**src/rtl/bmdma_pkg.sv**
```systemverilog
package bmdma_pkg;
  localparam int ADDR_W         = 32;
  localparam int DATA_W         = 32;
  localparam int BYTES_PER_WORD = DATA_W / 8;
  localparam int LEN_W          = 16;
  localparam int WCNT_W         = LEN_W - $clog2(BYTES_PER_WORD) + 1;
  localparam int DESC_STRIDE    = 2 * BYTES_PER_WORD;
  localparam int FINAL_BIT      = 31;

  localparam logic [1:0] RA_CMD  = 2'd0;
  localparam logic [1:0] RA_STAT = 2'd1;
  localparam logic [1:0] RA_BASE = 2'd2;

  localparam int CMD_RUN   = 0;
  localparam int CMD_TOMEM = 3;
  localparam int ST_ACT    = 0;
  localparam int ST_ERR    = 1;
  localparam int ST_INT    = 2;
  localparam int ST_CAP0   = 5;
  localparam int ST_CAP1   = 6;

  typedef enum logic [2:0] {
    S_IDLE,
    S_DADDR,
    S_DLEN,
    S_GET,
    S_PUT
  } seq_state_t;
endpackage

```
**src/rtl/bmdma_len_decode.sv**
```systemverilog
module bmdma_len_decode
  import bmdma_pkg::*;
#(
  parameter int LW  = LEN_W,
  parameter int BPW = BYTES_PER_WORD,
  parameter int WW  = WCNT_W
) (
  input  logic [LW-1:0] len_bytes,
  output logic [WW-1:0] len_words
);
  localparam int SH = $clog2(BPW);

  logic [LW:0] full_bytes;
  logic [LW:0] rounded;

  always_comb begin
    // a zero count stands for the full 2**LW byte range
    full_bytes = (len_bytes == '0) ? {1'b1, {LW{1'b0}}} : {1'b0, len_bytes};
    rounded    = full_bytes + (LW+1)'(BPW - 1);
    len_words  = rounded[LW:SH];
  end
endmodule

```
**src/rtl/bmdma_regs.sv**
```systemverilog
module bmdma_regs
  import bmdma_pkg::*;
#(
  parameter int AW = ADDR_W,
  parameter int DW = DATA_W
) (
  input  logic          clk,
  input  logic          rst_n,
  input  logic          wr_en,
  input  logic [1:0]    wr_addr,
  input  logic [DW-1:0] wr_data,
  input  logic [1:0]    rd_addr,
  output logic [DW-1:0] rd_data,
  input  logic          ev_done,
  input  logic          ev_fault,
  output logic          run,
  output logic          go,
  output logic          go_tomem,
  output logic [AW-1:0] base,
  output logic          active,
  output logic          err_flag,
  output logic          int_flag,
  output logic [1:0]    caps
);
  logic          run_q, run_d;
  logic          dir_q, dir_d;
  logic          act_q, act_d;
  logic          err_q, err_d;
  logic          int_q, int_d;
  logic [1:0]    cap_q, cap_d;
  logic [AW-3:0] base_q, base_d;
  logic          wr_cmd, wr_stat, wr_base, stop;

  always_comb begin
    wr_cmd   = wr_en && (wr_addr == RA_CMD);
    wr_stat  = wr_en && (wr_addr == RA_STAT);
    wr_base  = wr_en && (wr_addr == RA_BASE);
    go       = wr_cmd && wr_data[CMD_RUN] && !run_q;
    go_tomem = wr_data[CMD_TOMEM];
    stop     = wr_cmd && !wr_data[CMD_RUN];

    run_d  = wr_cmd ? wr_data[CMD_RUN] : run_q;
    dir_d  = wr_cmd ? wr_data[CMD_TOMEM] : dir_q;
    base_d = wr_base ? wr_data[AW-1:2] : base_q;
    cap_d  = wr_stat ? {wr_data[ST_CAP1], wr_data[ST_CAP0]} : cap_q;

    act_d = act_q;
    if (ev_done || ev_fault || stop) act_d = 1'b0;
    if (go)                          act_d = 1'b1;

    err_d = err_q;
    if (wr_stat && wr_data[ST_ERR]) err_d = 1'b0;
    if (ev_fault)                   err_d = 1'b1;

    int_d = int_q;
    if (wr_stat && wr_data[ST_INT]) int_d = 1'b0;
    if (ev_done)                    int_d = 1'b1;
  end

  always_ff @(posedge clk or negedge rst_n) begin
    if (!rst_n) begin
      run_q  <= 1'b0;
      dir_q  <= 1'b0;
      act_q  <= 1'b0;
      err_q  <= 1'b0;
      int_q  <= 1'b0;
      cap_q  <= '0;
      base_q <= '0;
    end else begin
      run_q  <= run_d;
      dir_q  <= dir_d;
      act_q  <= act_d;
      err_q  <= err_d;
      int_q  <= int_d;
      cap_q  <= cap_d;
      base_q <= base_d;
    end
  end

  always_comb begin
    rd_data = '0;
    case (rd_addr)
      RA_CMD: begin
        rd_data[CMD_RUN]   = run_q;
        rd_data[CMD_TOMEM] = dir_q;
      end
      RA_STAT: begin
        rd_data[ST_ACT]  = act_q;
        rd_data[ST_ERR]  = err_q;
        rd_data[ST_INT]  = int_q;
        rd_data[ST_CAP0] = cap_q[0];
        rd_data[ST_CAP1] = cap_q[1];
      end
      RA_BASE: rd_data[AW-1:0] = {base_q, 2'b00};
      default: rd_data = '0;
    endcase
  end

  assign run      = run_q;
  assign base     = {base_q, 2'b00};
  assign active   = act_q;
  assign err_flag = err_q;
  assign int_flag = int_q;
  assign caps     = cap_q;
endmodule

```
**src/rtl/bmdma_seq.sv**
```systemverilog
module bmdma_seq
  import bmdma_pkg::*;
#(
  parameter int AW  = ADDR_W,
  parameter int DW  = DATA_W,
  parameter int LW  = LEN_W,
  parameter int BPW = BYTES_PER_WORD,
  parameter int WW  = WCNT_W
) (
  input  logic          clk,
  input  logic          rst_n,
  input  logic          run,
  input  logic          go,
  input  logic          go_tomem,
  input  logic [AW-1:0] base,
  output logic          mem_req,
  output logic          mem_we,
  output logic [AW-1:0] mem_addr,
  output logic [DW-1:0] mem_wdata,
  input  logic          mem_ack,
  input  logic          mem_err,
  input  logic [DW-1:0] mem_rdata,
  input  logic          dev_rd_valid,
  input  logic [DW-1:0] dev_rd_data,
  output logic          dev_rd_pop,
  input  logic          dev_wr_ready,
  output logic [DW-1:0] dev_wr_data,
  output logic          dev_wr_push,
  output logic          ev_done,
  output logic          ev_fault
);
  localparam logic [AW-1:0] WSTEP = AW'(BPW);
  localparam logic [AW-1:0] DSTEP = AW'(2 * BPW);
  localparam int            SH    = $clog2(BPW);

  seq_state_t    state_q, state_d;
  logic [AW-1:0] tbl_q, tbl_d;
  logic [AW-1:0] buf_q, buf_d;
  logic [DW-1:0] dat_q, dat_d;
  logic [WW-1:0] left_q, left_d;
  logic          last_q, last_d;
  logic          tomem_q, tomem_d;
  logic          step;
  logic [WW-1:0] dec_words;

  bmdma_len_decode #(.LW(LW), .BPW(BPW), .WW(WW)) u_len (
    .len_bytes (mem_rdata[LW-1:0]),
    .len_words (dec_words)
  );

  always_comb begin
    state_d     = state_q;
    tbl_d       = tbl_q;
    buf_d       = buf_q;
    dat_d       = dat_q;
    left_d      = left_q;
    last_d      = last_q;
    tomem_d     = tomem_q;
    mem_req     = 1'b0;
    mem_we      = 1'b0;
    mem_addr    = tbl_q;
    mem_wdata   = dat_q;
    dev_rd_pop  = 1'b0;
    dev_wr_push = 1'b0;
    dev_wr_data = dat_q;
    ev_done     = 1'b0;
    ev_fault    = 1'b0;
    step        = 1'b0;

    case (state_q)
      S_DADDR: begin
        mem_req  = 1'b1;
        mem_addr = tbl_q;
        if (mem_ack) begin
          if (mem_err) ev_fault = 1'b1;
          else begin
            buf_d   = {mem_rdata[AW-1:SH], {SH{1'b0}}};
            state_d = S_DLEN;
          end
        end
      end
      S_DLEN: begin
        mem_req  = 1'b1;
        mem_addr = tbl_q + WSTEP;
        if (mem_ack) begin
          if (mem_err) ev_fault = 1'b1;
          else begin
            left_d  = dec_words;
            last_d  = mem_rdata[FINAL_BIT];
            tbl_d   = tbl_q + DSTEP;
            state_d = S_GET;
          end
        end
      end
      S_GET: begin
        if (tomem_q) begin
          dev_rd_pop = dev_rd_valid;
          if (dev_rd_valid) begin
            dat_d   = dev_rd_data;
            state_d = S_PUT;
          end
        end else begin
          mem_req  = 1'b1;
          mem_addr = buf_q;
          if (mem_ack) begin
            if (mem_err) ev_fault = 1'b1;
            else begin
              dat_d   = mem_rdata;
              state_d = S_PUT;
            end
          end
        end
      end
      S_PUT: begin
        if (tomem_q) begin
          mem_req  = 1'b1;
          mem_we   = 1'b1;
          mem_addr = buf_q;
          if (mem_ack) begin
            if (mem_err) ev_fault = 1'b1;
            else         step     = 1'b1;
          end
        end else begin
          dev_wr_push = dev_wr_ready;
          step        = dev_wr_ready;
        end
      end
      default: ;
    endcase

    if (step) begin
      buf_d  = buf_q + WSTEP;
      left_d = left_q - WW'(1);
      if (left_q == WW'(1)) begin
        if (last_q) begin
          ev_done = 1'b1;
          state_d = S_IDLE;
        end else begin
          state_d = S_DADDR;
        end
      end else begin
        state_d = S_GET;
      end
    end

    if (ev_fault) state_d = S_IDLE;

    // abort: a cleared run bit silences the engine in the same cycle
    if (!run) begin
      mem_req     = 1'b0;
      mem_we      = 1'b0;
      dev_rd_pop  = 1'b0;
      dev_wr_push = 1'b0;
      ev_done     = 1'b0;
      ev_fault    = 1'b0;
      state_d     = S_IDLE;
    end

    if (go) begin
      state_d = S_DADDR;
      tbl_d   = base;
      tomem_d = go_tomem;
    end
  end

  always_ff @(posedge clk or negedge rst_n) begin
    if (!rst_n) begin
      state_q <= S_IDLE;
      tbl_q   <= '0;
      buf_q   <= '0;
      dat_q   <= '0;
      left_q  <= '0;
      last_q  <= 1'b0;
      tomem_q <= 1'b0;
    end else begin
      state_q <= state_d;
      tbl_q   <= tbl_d;
      buf_q   <= buf_d;
      dat_q   <= dat_d;
      left_q  <= left_d;
      last_q  <= last_d;
      tomem_q <= tomem_d;
    end
  end
endmodule

```
**src/rtl/bmdma_engine.sv**
```systemverilog
module bmdma_engine
  import bmdma_pkg::*;
(
  input  logic        clk,
  input  logic        rst_n,
  input  logic        reg_wr,
  input  logic [1:0]  reg_addr,
  input  logic [31:0] reg_wdata,
  output logic [31:0] reg_rdata,
  output logic        mem_req,
  output logic        mem_we,
  output logic [31:0] mem_addr,
  output logic [31:0] mem_wdata,
  input  logic        mem_ack,
  input  logic        mem_err,
  input  logic [31:0] mem_rdata,
  input  logic        dev_rd_valid,
  input  logic [31:0] dev_rd_data,
  output logic        dev_rd_pop,
  input  logic        dev_wr_ready,
  output logic [31:0] dev_wr_data,
  output logic        dev_wr_push,
  output logic        irq
);
  logic              cmd_run;
  logic              go;
  logic              go_tomem;
  logic [ADDR_W-1:0] base;
  logic              st_active;
  logic              st_err;
  logic              st_int;
  logic [1:0]        st_caps;
  logic              ev_done;
  logic              ev_fault;

  bmdma_regs #(.AW(ADDR_W), .DW(DATA_W)) u_regs (
    .clk      (clk),
    .rst_n    (rst_n),
    .wr_en    (reg_wr),
    .wr_addr  (reg_addr),
    .wr_data  (reg_wdata),
    .rd_addr  (reg_addr),
    .rd_data  (reg_rdata),
    .ev_done  (ev_done),
    .ev_fault (ev_fault),
    .run      (cmd_run),
    .go       (go),
    .go_tomem (go_tomem),
    .base     (base),
    .active   (st_active),
    .err_flag (st_err),
    .int_flag (st_int),
    .caps     (st_caps)
  );

  bmdma_seq #(
    .AW(ADDR_W), .DW(DATA_W), .LW(LEN_W), .BPW(BYTES_PER_WORD), .WW(WCNT_W)
  ) u_seq (
    .clk          (clk),
    .rst_n        (rst_n),
    .run          (cmd_run),
    .go           (go),
    .go_tomem     (go_tomem),
    .base         (base),
    .mem_req      (mem_req),
    .mem_we       (mem_we),
    .mem_addr     (mem_addr),
    .mem_wdata    (mem_wdata),
    .mem_ack      (mem_ack),
    .mem_err      (mem_err),
    .mem_rdata    (mem_rdata),
    .dev_rd_valid (dev_rd_valid),
    .dev_rd_data  (dev_rd_data),
    .dev_rd_pop   (dev_rd_pop),
    .dev_wr_ready (dev_wr_ready),
    .dev_wr_data  (dev_wr_data),
    .dev_wr_push  (dev_wr_push),
    .ev_done      (ev_done),
    .ev_fault     (ev_fault)
  );

  assign irq = st_int;
endmodule

```
**config.mk**
```make
export PLATFORM = sky130hd
export DESIGN_NAME = bmdma_engine
export DESIGN_NICKNAME = d
export VERILOG_FILES = /design/src/rtl/bmdma_pkg.sv /design/src/rtl/bmdma_len_decode.sv /design/src/rtl/bmdma_regs.sv /design/src/rtl/bmdma_seq.sv /design/src/rtl/bmdma_engine.sv
export SDC_FILE = /design/constraint.sdc
export NUM_CORES = 1
export LEC_CHECK = 0
export BUFFER_PORTS_ARGS = -buffer_cell sky130_fd_sc_hd__buf_2
export CAP_MARGIN = 10
export CORE_MARGIN = 4
export CORE_UTILIZATION = 30
export CTS_CLUSTER_SIZE = 28
export DETAILED_ROUTE_END_ITERATION = 10
export SYNTH_ARGS = -nofsm -noshare
export SYNTH_HDL_FRONTEND = slang
export SYNTH_SLANG_ARGS = --single-unit
```
**constraint.sdc**
```tcl
create_clock -name clk -period 2.1 [get_ports clk]
set_input_delay 0.105 -clock clk [delete_from_list [all_inputs] [get_ports clk]]
set_output_delay 0.105 -clock clk [all_outputs]
set_load 0.005 [all_outputs]
```
### Word-level counts from Yosys, hierarchy flattened

Index checks and enable logic that the tools add are counted.

* add/subtract/negate cells: 5
* $mul: 0
* div/mod/pow operators: 0
* magnitude comparators: 0
* equality and inequality tests: 19
* shift-type cells: 0
* mux-type cells: 73
* bitwise gates (word level): 1
* reduce and logical (&&, ||, !) cells: 30

Operators with widths (number)
* $mux W32: 14
* $pmux W32 S3: 1
* $add A32 B3 Y32 const B: 2
* $mux W15: 4
* $mux W3: 12
* $add A32 B4 Y32 const B: 1
* $mux W1: 32
* $mux W25: 1
* $ne A6 B4 Y1 const B: 4
* $reduce_bool A2 Y1: 9
* $add A17 B2 Y17 const B: 1
* $mux W17: 1
* $logic_not A16 Y1: 1
* $eq A15 B1 Y1 const B: 1
* $sub A15 B1 Y15 const B: 1
* $ne A7 B4 Y1 const B: 2
* $reduce_and A3 Y1: 4
* $pmux W3 S3: 1
* $logic_and A1 B1 Y1: 8
* $pmux W2 S2: 2
* $reduce_and A8 Y1: 1
* $ne A7 B2 Y1 const B: 1
* $ne A7 B7 Y1 const B: 1
* $eq A3 B2 Y1 const B: 2
* 15 further kinds: 21

* bits in registers: 153
* latch bits: 0
* memory bits (writable): 0
* bits in read-only memories: 0
* bits of input ports: 105
* word-level logic and storage cells: 142
* memories kept: 0

### Logic depth before layout (Yosys ltp)

Gate-level depths: netlist of run 1.

* depth in word-level cells: 10
* mapped depth: 9
* depth with buffers taken out: 6

### Cells and area by module

Synthesis of run 1 repeated with hierarchy kept, for this count alone.

* cell total of the unflattened synthesis: 1090
* area total of the unflattened synthesis: 9709.3 um^2

Modules (own cells, without submodules)
* bmdma_seq: instances 1, cells an instance 915, area each 7527.2 um^2, seq. area each 2852.7 um^2
* bmdma_regs: instances 1, cells an instance 133, area each 1870.5 um^2, seq. area each 925.9 um^2
* bmdma_len_decode: instances 1, cells an instance 42, area each 311.5 um^2, seq. area each 0.0 um^2

### Least setup slack after synthesis of run 1

OpenSTA, ideal clock, no wires.

* path type: flip-flop to flip-flop
* from: reg u_seq.state_q[2]
* to: reg u_seq.tbl_q[30]
* data arrival time: 1979 ps
* data required time: 1975 ps
* slack: -3 ps
* cell stages (with the launch flop): 9
* path through: dfrtp_1 > buf_6 > or3b_4 > buf_6 > nor4_4 > buf_4 > nand4_1 > xnor2_1 > mux2_2

* word-level cells in the longest chain between the ends: 3

RTL lines
* start, declared: RTL line bmdma_seq.sv:36 `seq_state_t state_q, state_d;`
* start signal, assigned: RTL line bmdma_seq.sv:176 `state_q <= state_d;`
* $eq A3 B2 Y1: RTL line bmdma_seq.sv:70 `case (state_q)`
* $reduce_bool A2 Y1 (no source line)
* $reduce_and A3 Y1 (no source line)
* end signal, assigned: RTL line bmdma_seq.sv:177 `tbl_q <= tbl_d;`
* end, declared: RTL line bmdma_seq.sv:37 `logic [AW-1:0] tbl_q, tbl_d;`

No other way between the ends.
A chain may end at the register's enable or synchronous reset.

### Worst setup path in the final report of run 1

* from: reg u_seq.tbl_q[3]
* to: out mem_addr[31]

* word-level cells in the longest chain between the ends: 2

RTL lines
* $add A32 B3 Y32: RTL line bmdma_seq.sv:84 `mem_addr = tbl_q + WSTEP;`
* $pmux W32 S3: RTL line bmdma_seq.sv:70
* end, declared: RTL line bmdma_engine.sv:12 `output logic [31:0] mem_addr,`

No other way between the ends.

==> Flow_metrics.wiki, run 1 <==
{| class="wikitable"
! Metric !! Value
|-
| Count of input and output buffers || 235
|-
| Highest ir drop seen on vdd || 0.555 mV
|-
| Met3 WL || 2320 um
|-
| Weighted congestion at the end of routability-driven global placement || 0.898
|-
| Final HPWL from detailed placement || 24,300 um
|-
| Sinks on Clock Net || 149
|-
| Pre-antenna DRT Iters || 5
|-
| Worst Clk Skew || 0.0193 ns
|-
| Fmax || 420 MHz
|-
| Area leader, netlist || dfrtp_1
|-
| Overall die area || 0.0341 sq mm
|-
| DIE HEIGHT || 185 um
|-
| Gr usage total || 0.192
|-
| Final Hold Vio Count || 0
|-
| Initial Utilization || 0.305
|-
| Standard-cell row count || 64
|-
| Antenna violation net count after detailed routing || 0
|-
| Seq. cell area || 0.00374 sq mm
|-
| Cell Chain, Critical Path || ha_2 > nand4_1 > buf_6 > nor4_4 > nand4_1 > or3_1 > nand3_2 > buf_6
|-
| Largest net degree at the start of global routing || 65
|-
| CP Capture Type || primary output
|-
| Met1 wire length || 15,000 um
|-
| Slowest cell on the critical path || or3_1
|-
| Total length of routed met2 wires || 16,000 um
|-
| Cell at the root of the clock tree || clkbuf_16
|-
| Register bit count reported by yosys || 149
|-
| Maximum net fanout on the critical path || 5
|-
| Source of the worst register-to-register timing path || u_seq.state_q[0]$_DFFE_PN0P_
|-
| Worst slack at placement || -0.0212 ns
|-
| Wire length after detailed routing || 34,500 um
|-
| Fraction of layout cells with a size suffix above 1 || 0.397
|-
| Cell types with the largest area share after synthesis || dfrtp_1 40%, nor2_1 4.9%, a21oi_1 4.7%, mux2_2 4.3%, mux2i_1 3.5%
|-
| Critical register-to-register path endpoint || u_seq.tbl_q[28]$_DFFE_PN0P_
|-
| Endpoint, Worst Hold || u_seq.dev_wr_data[3]$_DFFE_PN0P_
|-
| Max-cap check violation count || 0
|-
| Run status || finished, violations left
|-
| Horizontal die dimension || 185 um
|-
| Signal arrival time at the worst endpoint || 2.28 ns
|-
| Final standard cell count with taps included and fillers excluded || 1,840
|-
| Core area || 0.0307 sq mm
|-
| Congestion Overflow GR || 0
|-
| Vias post-DR || 9,742
|-
| # DRC || 0
|-
| Worst Setup Start Kind || flip-flop
|-
| Placed instance count || 1,690
|-
| Power Density || 788 mW/mm^2
|-
| Via count of the first global-routing pass || 9,631
|-
| Hold path start || dev_rd_data[3]
|-
| RSZ-0062 raised after global routing || yes
|-
| Yosys cell types || 74
|-
| Share of async-settable or async-resettable flops after synthesis || 1.00
|-
| Share of the clock period used by the worst path || 1.13
|-
| Vias per inst || 5.29
|-
| Avg Synthesized Cell Area || 8.81 sq um
|-
| Clock tree from TritonCTS || yes
|-
| Post-synth design cell area || 0.00936 sq mm
|-
| Worst slew margin || 0.572
|-
| Number of synthesized flops with an enable pin || 0
|-
| Fill cell count || 2,891
|-
| Uppermost signal routing layer after detailed routing || met4
|-
| Gate Count Post-Synth || 1,063
|-
| Clock input transition at the sequential cells of the worst setup and hold paths || 0.07 ns
|-
| Insertion delay to the later sink of the worst-skew pair || 0.44 ns
|-
| Count of pins on the block boundary || 238
|-
| Required arrival time at the worst endpoint || 2.00 ns
|-
| Synth warn || 0
|-
| Reg2reg path depth || 8
|-
| Combined area of the multi-input logic cells || 0.00563 sq mm
|-
| Worst-case clock buffer depth || 2
|-
| Area added between synthesis and finish || 49.1%
|-
| Fraction of post-synthesis cell area in the top cell type by area || 0.398
|-
| HP Class || primary input to flip-flop
|-
| Crit path launch || u_seq.tbl_q[3]$_DFFE_PN0P_
|-
| Final setup violation count || 34
|-
| Antenna violations before repair || 0
|-
| Final Max Slew Viols || 0
|-
| Type of the setup path with the least slack || flip-flop to primary output
|-
| H-tree depth || 4
|-
| Drt wl/cell || 18.7 um
|-
| Cts bufs inserted || 17
|-
| Number of DRC markers in iteration 0 || 603
|-
| Actual slew at the worst max-slew pin || 0.642 ns
|-
| Static Leak || 0.00619 uW
|-
| Violated checks || setup timing
|-
| Final critical-path setup slack || -0.282 ns
|-
| Register-to-register path setup slack || -0.05 ns
|-
| First-pass GRT wire length || 52,400 um
|-
| Proportion of synthesized chip area in sequential cells || 0.398
|-
| Final net count || 1,543
|-
| Most instantiated flip-flop cell in the synthesis netlist || dfrtp_1
|-
| Post-layout min period || 2.38 ns
|-
| Maximum cell stage delay along the critical path || 0.40 ns
|-
| Cell depth of the worst hold path || 3
|}
## placed cells by master (no fill, tap or decap), types with 13 or more instances in the layout
cell type      instances
dlygate4sd3_1         74
xor2_1                24
xnor2_1               18
buf_4                102
nand4_1               27
and3_1                14
buf_6                 31
clkbuf_16             20
a21oi_1               84
o21ai_1               16
mux2i_1               33
mux2_2                36
nand2_1               62
nand3_1               40
inv_1                 18
dfrtp_1              143
nor3_1                16
o21ai_0               13
and2_1                30
nor2_1               115
buf_2                231
a211oi_1              13
## state kept, by name, summed over array words and instances, names as in the netlist
signal,cells
u_seq.dev_wr_data,32
u_regs.base_q,30
u_seq.buf_q,30
u_seq.tbl_q,30
u_seq.left_q,15
u_seq.state_q,3
u_regs.caps,2
u_regs.active,1
u_regs.dir_q,1
u_regs.err_flag,1
u_regs.int_flag,1
u_regs.run,1
u_seq.last_q,1
u_seq.tomem_q,1
## kinds of logic (layout without fill, tap and decap cells)
family / after synthesis / count (layout) / share of synthesized area
other cells: 1 / 3 / 0.000401
compound gates: 244 / 244 / 0.170
flops: 149 / 149 / 0.398
fa+ha+maj: 8 / 8 / 0.0107
xor+xnor: 43 / 43 / 0.0402
simple gates: 421 / 421 / 0.230
mux: 70 / 70 / 0.0798
buf+inv: 127 / 506 / 0.0708
## worst max-delay path, delay by kind of cell, from the launching register on
kind | cells | cell delay (ns)
buffers and inverters | 2 | 0.29
and+or+nand+nor | 5 | 0.98
DFF | 1 | 0.39
adders and majority gates | 1 | 0.20
## final cells by class
class	instances	share of cell area
antenna	1	0.000179
clock buffer	20	0.0334
clock inverter	12	0.0120
inverter	18	0.00484
multi-input combinational	788	0.403
sequential	149	0.268
tap	396	0.0355
timing repair buffer	456	0.243
## Yosys cell counts, types with 19 or more instances
master and number:
nand3_1 50, nand4_1 27, nor3_1 24, nor2_1 121, nand2_1 80, o21ai_0 28
buf_2 19, a21oi_1 88, clkbuf_1 40, mux2i_1 33, mux2_2 36, xor2_1 25
dfrtp_1 149, buf_4 35, and2_1 30
## through the flow
stage / area (sq um) / power [uW] / hold WS, ns / utilization / setup TNS [ns]
floorplan: 9360 / 5650 / -0.191 / - / 0
global placement: 11400 / 7010 / 0.126 / 0.370 / -0.0576
detailed placement: 11400 / 7050 / 0.136 / 0.370 / -0.0708
CTS: 13400 / 10800 / 0.00148 / 0.438 / -4.15
global route: 14000 / 11500 / 0.0248 / 0.455 / -8.49
finish: 14000 / 11000 / 0.00941 / 0.455 / -5.26
## worst max-delay path by stage
stage | endpoint | slack [ns] | cells after the start
2_1_floorplan | u_seq.left_q[9]$_DFFE_PN0P_ | 0.07 | 9
3_3_place_gp | mem_addr[7] | -0.04 | 7
3_5_place_dp | mem_addr[19] | -0.02 | 7
4_1_cts | mem_addr[27] | -0.22 | 8
5_1_grt | mem_addr[27] | -0.38 | 8
6_report | mem_addr[31] | -0.28 | 8
## per-layer routing
layer	vias up	global-route usage
met5	-	0
met4	0	0.0790
met3	69	0.0328
met2	425	0.312
met1	4673	0.256
li1	4575	-
## report_power, final
group / total [uW] / internal (uW) / switching, uW / leakage (uW)
sequential: 4140 / 3440 / 692 / 0.00178
combinational: 3530 / 1710 / 1820 / 0.00411
clock: 3340 / 1990 / 1350 / 0.000301
## timing repair
action	CTS	global route
hold endpoints to repair	128	0
pin swaps	41	50
resized for setup	117	76
setup buffers	27	16
gates cloned	3	3
hold buffers	74	0
endpoints found under the setup margin	33	80
Power figures use the tool's default switching activity.
==> run 2: changes to the inputs <==
--- a/config.mk
+++ b/config.mk
@@ -7,10 +7,12 @@
 export LEC_CHECK = 0
 export BUFFER_PORTS_ARGS = -buffer_cell sky130_fd_sc_hd__buf_2
 export CAP_MARGIN = 10
+export CORE_ASPECT_RATIO = 1.75
 export CORE_MARGIN = 4
 export CORE_UTILIZATION = 30
 export CTS_CLUSTER_SIZE = 28
 export DETAILED_ROUTE_END_ITERATION = 10
+export RECOVER_POWER = 100
 export SYNTH_ARGS = -nofsm -noshare
 export SYNTH_HDL_FRONTEND = slang
 export SYNTH_SLANG_ARGS = --single-unit
==> run 2 against run 1 <==
The flow finishes with violations (hold timing, capacitance limit, slew limit, setup timing). Global-route usage increased by 0.56 points. Cell count rose by 3.0%. Via count rose by 3.8%. Combinational power is 5% higher. Fmax is 5.5% lower. Core utilization is 2.0 points higher. Sequential cell count is the same. First-iteration DRC count decreased by 5.1%. Routed wire length grew 5.9%.
==> Flow_metrics.wiki, run 2 (synthesis results as in run 1) <==
{| class="wikitable"
! Metric !! Value
|-
| Run status || finished, violations left
|-
| Violated checks || hold timing, capacitance limit, slew limit, setup timing
|-
| Drt wl/cell || 19.3 um
|-
| Power Density || 745 mW/mm^2
|-
| H-tree depth || 4
|-
| Seq. cell area || 0.00373 sq mm
|-
| Fmax || 397 MHz
|-
| Final critical-path setup slack || -0.421 ns
|-
| Via count of the first global-routing pass || 9,915
|-
| Type of the setup path with the least slack || flip-flop to primary output
|-
| Hold path start || mem_rdata[24]
|-
| Source of the worst register-to-register timing path || u_seq.state_q[2]$_DFFE_PN0P_
|-
| Post-layout min period || 2.52 ns
|-
| Worst Setup Start Kind || flip-flop
|-
| Final HPWL from detailed placement || 24,700 um
|-
| Cell Chain, Critical Path || ha_2 > nand4_1 > buf_6 > buf_6 > nor4_4 > nand4_1 > buf_4 > or3_1 > nand3_1 > buf_2
|-
| Horizontal die dimension || 142 um
|-
| Cell at the root of the clock tree || clkbuf_16
|-
| Required arrival time at the worst endpoint || 2.00 ns
|-
| DIE HEIGHT || 242 um
|-
| Overall die area || 0.0342 sq mm
|-
| Count of pins on the block boundary || 238
|-
| Fill cell count || 2,831
|-
| Critical register-to-register path endpoint || u_seq.buf_q[22]$_DFFE_PN0P_
|-
| Antenna violation net count after detailed routing || 0
|-
| Congestion Overflow GR || 0
|-
| Standard-cell row count || 85
|-
| Reg2reg path depth || 9
|-
| Max-cap check violation count || 1
|-
| Largest net degree at the start of global routing || 66
|-
| Worst-case clock buffer depth || 2
|-
| Gr usage total || 0.198
|-
| Wire length after detailed routing || 36,500 um
|-
| Overall power || 10,900 uW
|-
| Sinks on Clock Net || 149
|-
| Cell depth of the worst hold path || 3
|-
| Final Hold Vio Count || 1
|-
| Vias post-DR || 10,100
|-
| Maximum cell stage delay along the critical path || 0.38 ns
|-
| Final setup violation count || 96
|-
| Insertion delay to the later sink of the worst-skew pair || 0.46 ns
|-
| Static Leak || 0.00645 uW
|-
| Initial Utilization || 0.305
|-
| Number of DRC markers in iteration 0 || 572
|-
| Signal arrival time at the worst endpoint || 2.42 ns
|-
| HP Class || primary input to flip-flop
|-
| CP Capture Type || primary output
|-
| Count of input and output buffers || 235
|-
| Most common cell after layout, fill and taps aside || buf_2
|-
| Utilization after layout || 0.475
|-
| # DRC || 0
|-
| Endpoint, Worst Hold || u_seq.buf_q[24]$_DFFE_PN0P_
|-
| Clock tree from TritonCTS || yes
|-
| Final net count || 1,603
|-
| RSZ-0062 raised after global routing || yes
|-
| Minimum hold slack || -0.0103 ns
|-
| Actual slew at the worst max-slew pin || 1.68 ns
|-
| Highest ir drop seen on vdd || 0.629 mV
|-
| Worst slack at placement || -0.235 ns
|-
| Weighted congestion at the end of routability-driven global placement || 0.905
|-
| Cts bufs inserted || 17
|-
| Slowest cell on the critical path || dfrtp_1
|-
| Maximum net fanout on the critical path || 4
|-
| First-pass GRT wire length || 53,600 um
|-
| Combined area of the multi-input logic cells || 0.00590 sq mm
|-
| Antenna violations before repair || 0
|-
| Final Max Slew Viols || 62
|-
| Worst slew margin || -0.122
|-
| Area added between synthesis and finish || 55.9%
|-
| Register-to-register path setup slack || -0.32 ns
|-
| Core area || 0.0307 sq mm
|-
| Worst Clk Skew || 0.0131 ns
|-
| Largest register FFs || 32
|-
| Fraction of layout cells with a size suffix above 1 || 0.400
|-
| Vias per inst || 5.34
|-
| Clock input transition at the sequential cells of the worst setup and hold paths || 0.07 ns
|-
| Top library cells by usage in the layout, fill and taps aside || 197 x buf_2, 144 x dfrtp_1, 120 x buf_4
|-
| Pre-antenna DRT Iters || 5
|-
| Share of the clock period used by the worst path || 1.20
|}
-- run 2: worst max-delay path by stage --
stage / from / to / slack (ns)
floorplan: u_seq.state_q[0]$_DFFE_PN0P_ / u_seq.left_q[9]$_DFFE_PN0P_ / 0.07
global placement: u_seq.tbl_q[3]$_DFFE_PN0P_ / mem_addr[19] / -0.17
detailed placement: u_seq.tbl_q[3]$_DFFE_PN0P_ / mem_addr[19] / -0.23
CTS: u_seq.tbl_q[3]$_DFFE_PN0P_ / mem_addr[31] / -0.39
global route: u_seq.tbl_q[3]$_DFFE_PN0P_ / mem_addr[24] / -0.50
finish: u_seq.tbl_q[3]$_DFFE_PN0P_ / mem_addr[27] / -0.42
-- run 2: through the flow --
step	TNS, ns	instances	area (sq um)
after CTS	-8.70	1860	13800
after floorplan	0	1064	9360
after detailed placement	-1.37	1703	11500
after global routing	-24.89	1894	14600
final	-15.91	1895	14600
after global placement	-1.11	1703	11500
-- run 2: critical path: cells and delay by family (launching register included) --
family	cells	cell delay (ns)
buffers and inverters	4	0.58
and+or+nand+nor	5	0.81
adders and majority gates	1	0.20
DFF	1	0.38
-- run 2: timing repair --
action	in CTS	in global routing
hold buffers	88	0
endpoints found under the hold margin	143	0
gates cloned	4	5
buffers inserted	35	33
resized for setup	144	130
setup endpoints to repair	39	75
pin swaps	49	71
-- run 2: layout make-up --
type	count	area share
flip-flops and latches	149	0.256
clock inverters	15	0.0100
diodes	1	0.000171
inverters	18	0.00463
multi-input cells	788	0.404
repair buffers	516	0.262
clock buffers	17	0.0292
well taps	391	0.0335
-- run 2: report_power, final --
group          switching, uW  total, uW  internal, uW
combinational           1900       3720          1820
sequential               697       4140          3440
clock                   1360       3010          1650
-- run 2: per-layer routing --
| layer | vias up | wire [um] | global-route usage |
|---|---|---|---|
| met3 | 130 | 1700 | 0.0263 |
| met5 | - | 0 | 0 |
| li1 | 4699 | - | - |
| met2 | 397 | 19400 | 0.363 |
| met1 | 4890 | 13100 | 0.211 |
| met4 | 0 | 2300 | 0.119 |
